File: config.mk
export PLATFORM = sky130hd
export DESIGN_NAME = dbg_reg_chain
export DESIGN_NICKNAME = d
export VERILOG_FILES = /design/src/rtl/dbg_chain_pkg.sv /design/src/rtl/dbg_shift_reg.sv /design/src/rtl/dbg_reg_file.sv /design/src/rtl/dbg_access_ctrl.sv /design/src/rtl/dbg_reg_chain.sv
export SDC_FILE = /design/constraint.sdc
export NUM_CORES = 1
export LEC_CHECK = 0
export BUFFER_PORTS_ARGS = -buffer_cell sky130_fd_sc_hd__buf_2
export CORE_MARGIN = 4
export CORE_UTILIZATION = 50
export DETAILED_ROUTE_END_ITERATION = 12
export HOLD_SLACK_MARGIN = 0.12
export PLACE_DENSITY = 0.62
export SLEW_MARGIN = 20
export SYNTH_ARGS = -nofsm -noshare
export SYNTH_HDL_FRONTEND = slang
export SYNTH_SLANG_ARGS = --single-unit
File: constraint.sdc
create_clock -name clk -period 10.3 [get_ports clk]
set_input_delay 0 -clock clk [delete_from_list [all_inputs] [get_ports clk]]
set_output_delay 0 -clock clk [all_outputs]
set_load 0.01 [all_outputs]
File: src/rtl/dbg_chain_pkg.sv
// Package: shared widths and the chain word layout for the debug register chain.
// Assumes: the direction/ready flag leaves first, then data LSB first, then address.
package dbg_chain_pkg;
    localparam int DATA_W  = 32;
    localparam int ADDR_W  = 7;
    localparam int CHAIN_W = 1 + DATA_W + ADDR_W;

    // Packed so that bit 0 is the flag, bits 32..1 data, bits 39..33 address.
    typedef struct packed {
        logic [ADDR_W-1:0] addr;
        logic [DATA_W-1:0] data;
        logic              flag;
    } chain_word_t;
endpackage

File: src/rtl/dbg_shift_reg.sv
// Module: serial capture/shift register for the debug chain.
// Loads a parallel word on capture and moves one bit toward tdo per shift.
// Assumes capture and shift never arrive together (the TAP controller guarantees it).
module dbg_shift_reg #(
    parameter int W = 40
) (
    input  logic         clk,
    input  logic         rst_n,
    input  logic         tdi,
    input  logic         capture,
    input  logic         shift,
    input  logic [W-1:0] cap_val,
    output logic         tdo,
    output logic [W-1:0] par_out
);
    logic [W-1:0] sh_q;

    // Capture has priority; shifting brings tdi into the MSB.
    always_ff @(posedge clk) begin
        if (!rst_n)       sh_q <= '0;
        else if (capture) sh_q <= cap_val;
        else if (shift)   sh_q <= {tdi, sh_q[W-1:1]};
    end

    assign tdo     = sh_q[0];
    assign par_out = sh_q;


    cap_first_bit_chk: assert property (@(posedge clk) disable iff (!rst_n)
        capture |=> tdo == $past(cap_val[0]));

    shift_serial_chk: assert property (@(posedge clk) disable iff (!rst_n)
        (shift && !capture) |=> par_out[W-1] == $past(tdi));
endmodule

File: src/rtl/dbg_reg_file.sv
// Module: small debug register file with one write port and one read port.
// Holds NUM_REGS words at addresses 0..NUM_REGS-1. Writes to higher
// addresses are dropped and reads from them return zero.
// Assumes NUM_REGS is a power of two and no larger than 2**ADDR_W.
module dbg_reg_file #(
    parameter int NUM_REGS = 16,
    parameter int DATA_W   = 32,
    parameter int ADDR_W   = 7
) (
    input  logic              clk,
    input  logic              rst_n,
    input  logic              we,
    input  logic [ADDR_W-1:0] addr,
    input  logic [DATA_W-1:0] wdata,
    output logic [DATA_W-1:0] rdata
);
    localparam int IDX_W = (NUM_REGS > 1) ? $clog2(NUM_REGS) : 1;
    localparam logic [ADDR_W:0] LIMIT = (ADDR_W+1)'(NUM_REGS);

    logic [DATA_W-1:0] mem [NUM_REGS];
    logic              in_range;

    assign in_range = {1'b0, addr} < LIMIT;

    for (genvar i = 0; i < NUM_REGS; i++) begin : g_reg
        // One word: cleared by reset, loaded when addressed by a write.
        always_ff @(posedge clk) begin
            if (!rst_n)                                mem[i] <= '0;
            else if (we && addr == ADDR_W'(i))         mem[i] <= wdata;
        end
    end

    // Read mux: unmapped addresses read as zero.
    always_comb begin
        rdata = '0;
        if (in_range) rdata = mem[addr[IDX_W-1:0]];
    end


    write_lands_chk: assert property (@(posedge clk) disable iff (!rst_n)
        (we && in_range) |=> mem[$past(addr[IDX_W-1:0])] == $past(wdata));
endmodule

File: src/rtl/dbg_access_ctrl.sv
// Module: launches one register access per accepted Update-DR and holds its result.
// An access is accepted only when idle, completes after LAT cycles and
// returns the written data (write) or the register contents (read).
// Assumes LAT >= 1.
module dbg_access_ctrl
    import dbg_chain_pkg::*;
#(
    parameter int LAT = 4
) (
    input  logic              clk,
    input  logic              rst_n,
    input  logic              update,
    input  chain_word_t       cmd,
    input  logic [DATA_W-1:0] rdata,
    output logic              ready,
    output logic [ADDR_W-1:0] res_addr,
    output logic [DATA_W-1:0] res_data,
    output logic              we,
    output logic [ADDR_W-1:0] acc_addr,
    output logic [DATA_W-1:0] wdata
);
    localparam int CNT_W = $clog2(LAT + 1);

    logic             busy_q;
    logic [CNT_W-1:0] cnt_q;
    chain_word_t      cmd_q;
    logic             done;

    assign done  = busy_q && (cnt_q == CNT_W'(1));
    assign ready = !busy_q;

    // Launch on an idle update, count down, and store the result on completion.
    always_ff @(posedge clk) begin
        if (!rst_n) begin
            busy_q   <= 1'b0;
            cnt_q    <= '0;
            cmd_q    <= '0;
            res_addr <= '0;
            res_data <= '0;
        end else if (update && !busy_q) begin
            busy_q <= 1'b1;
            cnt_q  <= CNT_W'(LAT);
            cmd_q  <= cmd;
        end else if (done) begin
            busy_q   <= 1'b0;
            cnt_q    <= '0;
            res_addr <= cmd_q.addr;
            res_data <= cmd_q.flag ? cmd_q.data : rdata;
        end else if (busy_q) begin
            cnt_q <= cnt_q - CNT_W'(1);
        end
    end

    assign we       = done && cmd_q.flag;
    assign acc_addr = cmd_q.addr;
    assign wdata    = cmd_q.data;


    busy_drop_chk: assert property (@(posedge clk) disable iff (!rst_n)
        (update && busy_q) |=> $stable(cmd_q));

    launch_busy_chk: assert property (@(posedge clk) disable iff (!rst_n)
        (update && ready) |=> !ready);

    finish_ready_chk: assert property (@(posedge clk) disable iff (!rst_n)
        done |=> ready);

    write_echo_chk: assert property (@(posedge clk) disable iff (!rst_n)
        (done && cmd_q.flag) |=> res_data == $past(wdata));
endmodule

File: src/rtl/dbg_reg_chain.sv
// Module: top of the pipelined debug register access chain.
// Capture-DR loads {result address, result data, Ready}. Update-DR
// launches the shifted-in command. Results appear one scan later.
// Assumes the TAP strobes are one-cycle pulses synchronous to clk.
module dbg_reg_chain
    import dbg_chain_pkg::*;
#(
    parameter int NUM_REGS = 16,
    parameter int ACC_LAT  = 4
) (
    input  logic clk,
    input  logic rst_n,
    input  logic tdi,
    input  logic capture_dr,
    input  logic shift_dr,
    input  logic update_dr,
    output logic tdo
);
    chain_word_t       cap_word;
    logic [CHAIN_W-1:0] par_word;
    chain_word_t       cmd_word;
    logic              ready;
    logic [ADDR_W-1:0] res_addr;
    logic [DATA_W-1:0] res_data;
    logic              we;
    logic [ADDR_W-1:0] acc_addr;
    logic [DATA_W-1:0] wdata;
    logic [DATA_W-1:0] rdata;

    assign cap_word.addr = res_addr;
    assign cap_word.data = res_data;
    assign cap_word.flag = ready;
    assign cmd_word      = chain_word_t'(par_word);

    dbg_shift_reg #(.W(CHAIN_W)) u_shift (
        .clk     (clk),
        .rst_n   (rst_n),
        .tdi     (tdi),
        .capture (capture_dr),
        .shift   (shift_dr),
        .cap_val (cap_word),
        .tdo     (tdo),
        .par_out (par_word)
    );

    dbg_access_ctrl #(.LAT(ACC_LAT)) u_ctrl (
        .clk      (clk),
        .rst_n    (rst_n),
        .update   (update_dr),
        .cmd      (cmd_word),
        .rdata    (rdata),
        .ready    (ready),
        .res_addr (res_addr),
        .res_data (res_data),
        .we       (we),
        .acc_addr (acc_addr),
        .wdata    (wdata)
    );

    dbg_reg_file #(.NUM_REGS(NUM_REGS), .DATA_W(DATA_W), .ADDR_W(ADDR_W)) u_regs (
        .clk   (clk),
        .rst_n (rst_n),
        .we    (we),
        .addr  (acc_addr),
        .wdata (wdata),
        .rdata (rdata)
    );


    reset_ready_chk: assert property (@(posedge clk)
        !rst_n |=> (ready && res_addr == '0 && res_data == '0));
endmodule

==> impl_metrics.toml <==
[finish]
syn_to_final_growth_pct = 10.8
seq_area_sq_um = 17900
utilization_pct = 56.0
layout_common_cells = "and2_1 (552), edfxtp_1 (512), nand2_1 (190)"
final_common_cell = "and2_1"
fillers = 4494
postLayoutCellArea_sq_um = 31600
stdcell_count = 2808
drive_above_1_share_pct = 16.1
multi_input_area_sq_um = 9930
layout.nets = 2003

[floorplan]
start_util_pct = 50.6
io_pins = 7
rows = 87
core-area_sq_um = 56400
die_w_um = 247
die_y_um = 247
dieArea_sq_um = 60900

[hold_path]
min_path_type = "in2reg"

[synth]
avgSynthCellArea_sq_um = 13.9
synthCells = 2046
syn_nets = 2054
ys_ff_latch = 639
synth_cell_type_count = 43
yosysWarnings = 0
postSynth.asyncResetShare_pct = 0
synth_edf_count = 512
ys.flop_type = "edfxtp_1"
synth_area_sq_um = 28500
yosysSeqAreaShare_pct = 62.8

[pwr]
p_per_area_nw_per_um2 = 178
total_leakage_power_uw = 0.0112
peakVddDrop_v = 0.000107

[sta]
finalSetupTns_ps = 0
max_freq_ghz = 0.312
period_needed_ps = 3200
setup_violations = 0
hold_violations = 0
rsz0062_at_grt = "false"
drv_slew = 0
worst_slew_pin_slew_ps = 1010
fin_crit_sh_pct = 31.1
relSlewSlack_pct = 32.3
whs_ps = 214
clock-skew-final_ps = 18.1

[routing]
drc = 0
avgRoutedWirePerCell_um = 25.9
dr.pass1.iters = 7
vias_per_cell = 5.83
wl_mm = 72.8
vias = 16376
initialDrtViolationCount = 1653
postRouteAntennaNets = 0

[cts]
cts-root-buf = "clkbuf_16"
clkSlewWorstSetupHoldPaths_ps = 60
cts-resized-gates = 0
insertion_delay_ps = 600
cts_tree = "done"
cts_max_level = 3
cts-buffers-inserted = 69
clock_sinks = 639
clock_path_buffers = 3

[place]
hpwlAfterDp_mm = 41.1
gp_congestion = 0.804
dp.cells = 2677
io_buffers = 6
placed_cell_area_sq_um = 29200

[worst_setup_path]
cp_slowest_stage_delay_ps = 560
endpoint_kind = "flip-flop"
critPathKind = "reg2reg"
cp.required_ps = 10570
cpMostUsedCell = "buf_4"
worst-path-max-fanout = 44
path_delay_family = "buffers and inverters"
arrival_ps = 3470
critPathSlowestCell = "dfxtp_1"
startpoint_type = "flip-flop"
crit_chain = "and3b_2, buf_4, nand2_1, or2_2, o21ai_4, buf_4"
worst-path-buf-inv = 2

[job]
drv_cap = 0

[global_routing]
grtUsageTotal_pct = 24.4
grt_max_degree = 96
grt_first_pass_wirelength_mm = 110
antenna_found_initial = 5
overflow = 0
grt_pass1_vias = 16697

[status]
status = "finished clean"
## worst paths after layout
path | startpoint | end | slack, ps | cells past startpoint
setup / recovery | u_ctrl.busy_q | u_regs.mem[0][1] | 7100 | 6
hold / removal | capture_dr | u_shift.par_out[0] | 210 | 3
setup reg to reg | u_ctrl.busy_q | u_regs.mem[0][1] | 7100 | 6
hold reg to reg | u_ctrl.res_addr[5] | u_ctrl.res_addr[5] | 470 | 2
## worst min-delay path, cell delays in order
cell     delay [ps]
buf_2           100
buf_4           340
o211a_1         310
## timing repair
item / in CTS / in global routing
hold buffers: 3 / 0
setup buffers: 0 / 0
endpoints found under the hold margin: 70 / 0
endpoints found under the setup margin: 0 / 0
## report_power, final
group / switching [uW] / total (uW) / internal [uW]
sequential: 28.3 / 2880 / 2850
clock: 1010 / 2590 / 1580
combinational: 108 / 158 / 49.3
total: 1150 / 5630 / 4480
## cell families after synthesis
kind of cell,after synthesis,synth area share [%]
compound gates,178,4.01
xor+xnor,1,0.0307
fa+ha+maj,2,0.0877
buf+inv,176,3.07
flops,639,62.8
mux,232,13.8
simple gates,818,16.1
## registers in the layout, indices dropped and copies added (netlist names), named ones only
name	flops
u_regs.mem	512
u_ctrl.acc_addr	7
u_ctrl.busy_q	1
u_ctrl.res_data	32
u_ctrl.cmd_q	1
u_ctrl.cnt_q	3
u_shift.par_out	40
u_ctrl.res_addr	7
u_ctrl.wdata	32
## per-stage QoR
step                setup slack [ps]  power, uW
CTS                             7090       5670
floorplan                       6210       3020
finish                          7100       5630
global placement                7180       3090
detailed placement              7120       3090
global route                    6920       5790
## cell type report
cell class	count	area share [%]
repair buffers	52	1.26
diodes	4	0.0317
clock inverters	29	1.31
multi-input cells	1231	31.4
inverters	2	0.0238
flip-flops and latches	639	56.8
well taps	756	2.99
clock buffers	95	6.17
## layer usage
metal	track usage (%)	vias up	share of wire [%]
met4	7.23	2	2.4
met2	37.1	667	45
met3	5.51	122	9.1
met1	35.5	8330	43
met5	0	-	0.018
li1	-	7255	-
## cell usage after synthesis, types with 5 or more instances
| master | number | share of area (%) |
|---|---|---|
| and2_1 | 552 | 12 |
| edfxtp_1 | 512 | 54 |
| nand2_1 | 190 | 2.5 |
| dfxtp_1 | 127 | 8.9 |
| mux4_2 | 124 | 9.8 |
| mux2i_1 | 96 | 3.4 |
| clkbuf_1 | 85 | 1.1 |
| o21ai_0 | 58 | 1.0 |
| a21boi_0 | 48 | 1.3 |
| clkbuf_2 | 41 | 0.72 |
| buf_2 | 29 | 0.51 |
| nand3_1 | 27 | 0.47 |
| a21o_1 | 25 | 0.66 |
| o22ai_1 | 25 | 0.55 |
| nor2_1 | 9 | 0.12 |
| nor2_2 | 9 | 0.20 |
| or2_2 | 9 | 0.20 |
| a21oi_1 | 8 | 0.14 |
| mux2_2 | 8 | 0.32 |
| a221oi_1 | 7 | 0.21 |
| buf_4 | 6 | 0.16 |
| nand2b_1 | 5 | 0.11 |
(Power assumes the default switching activity.)
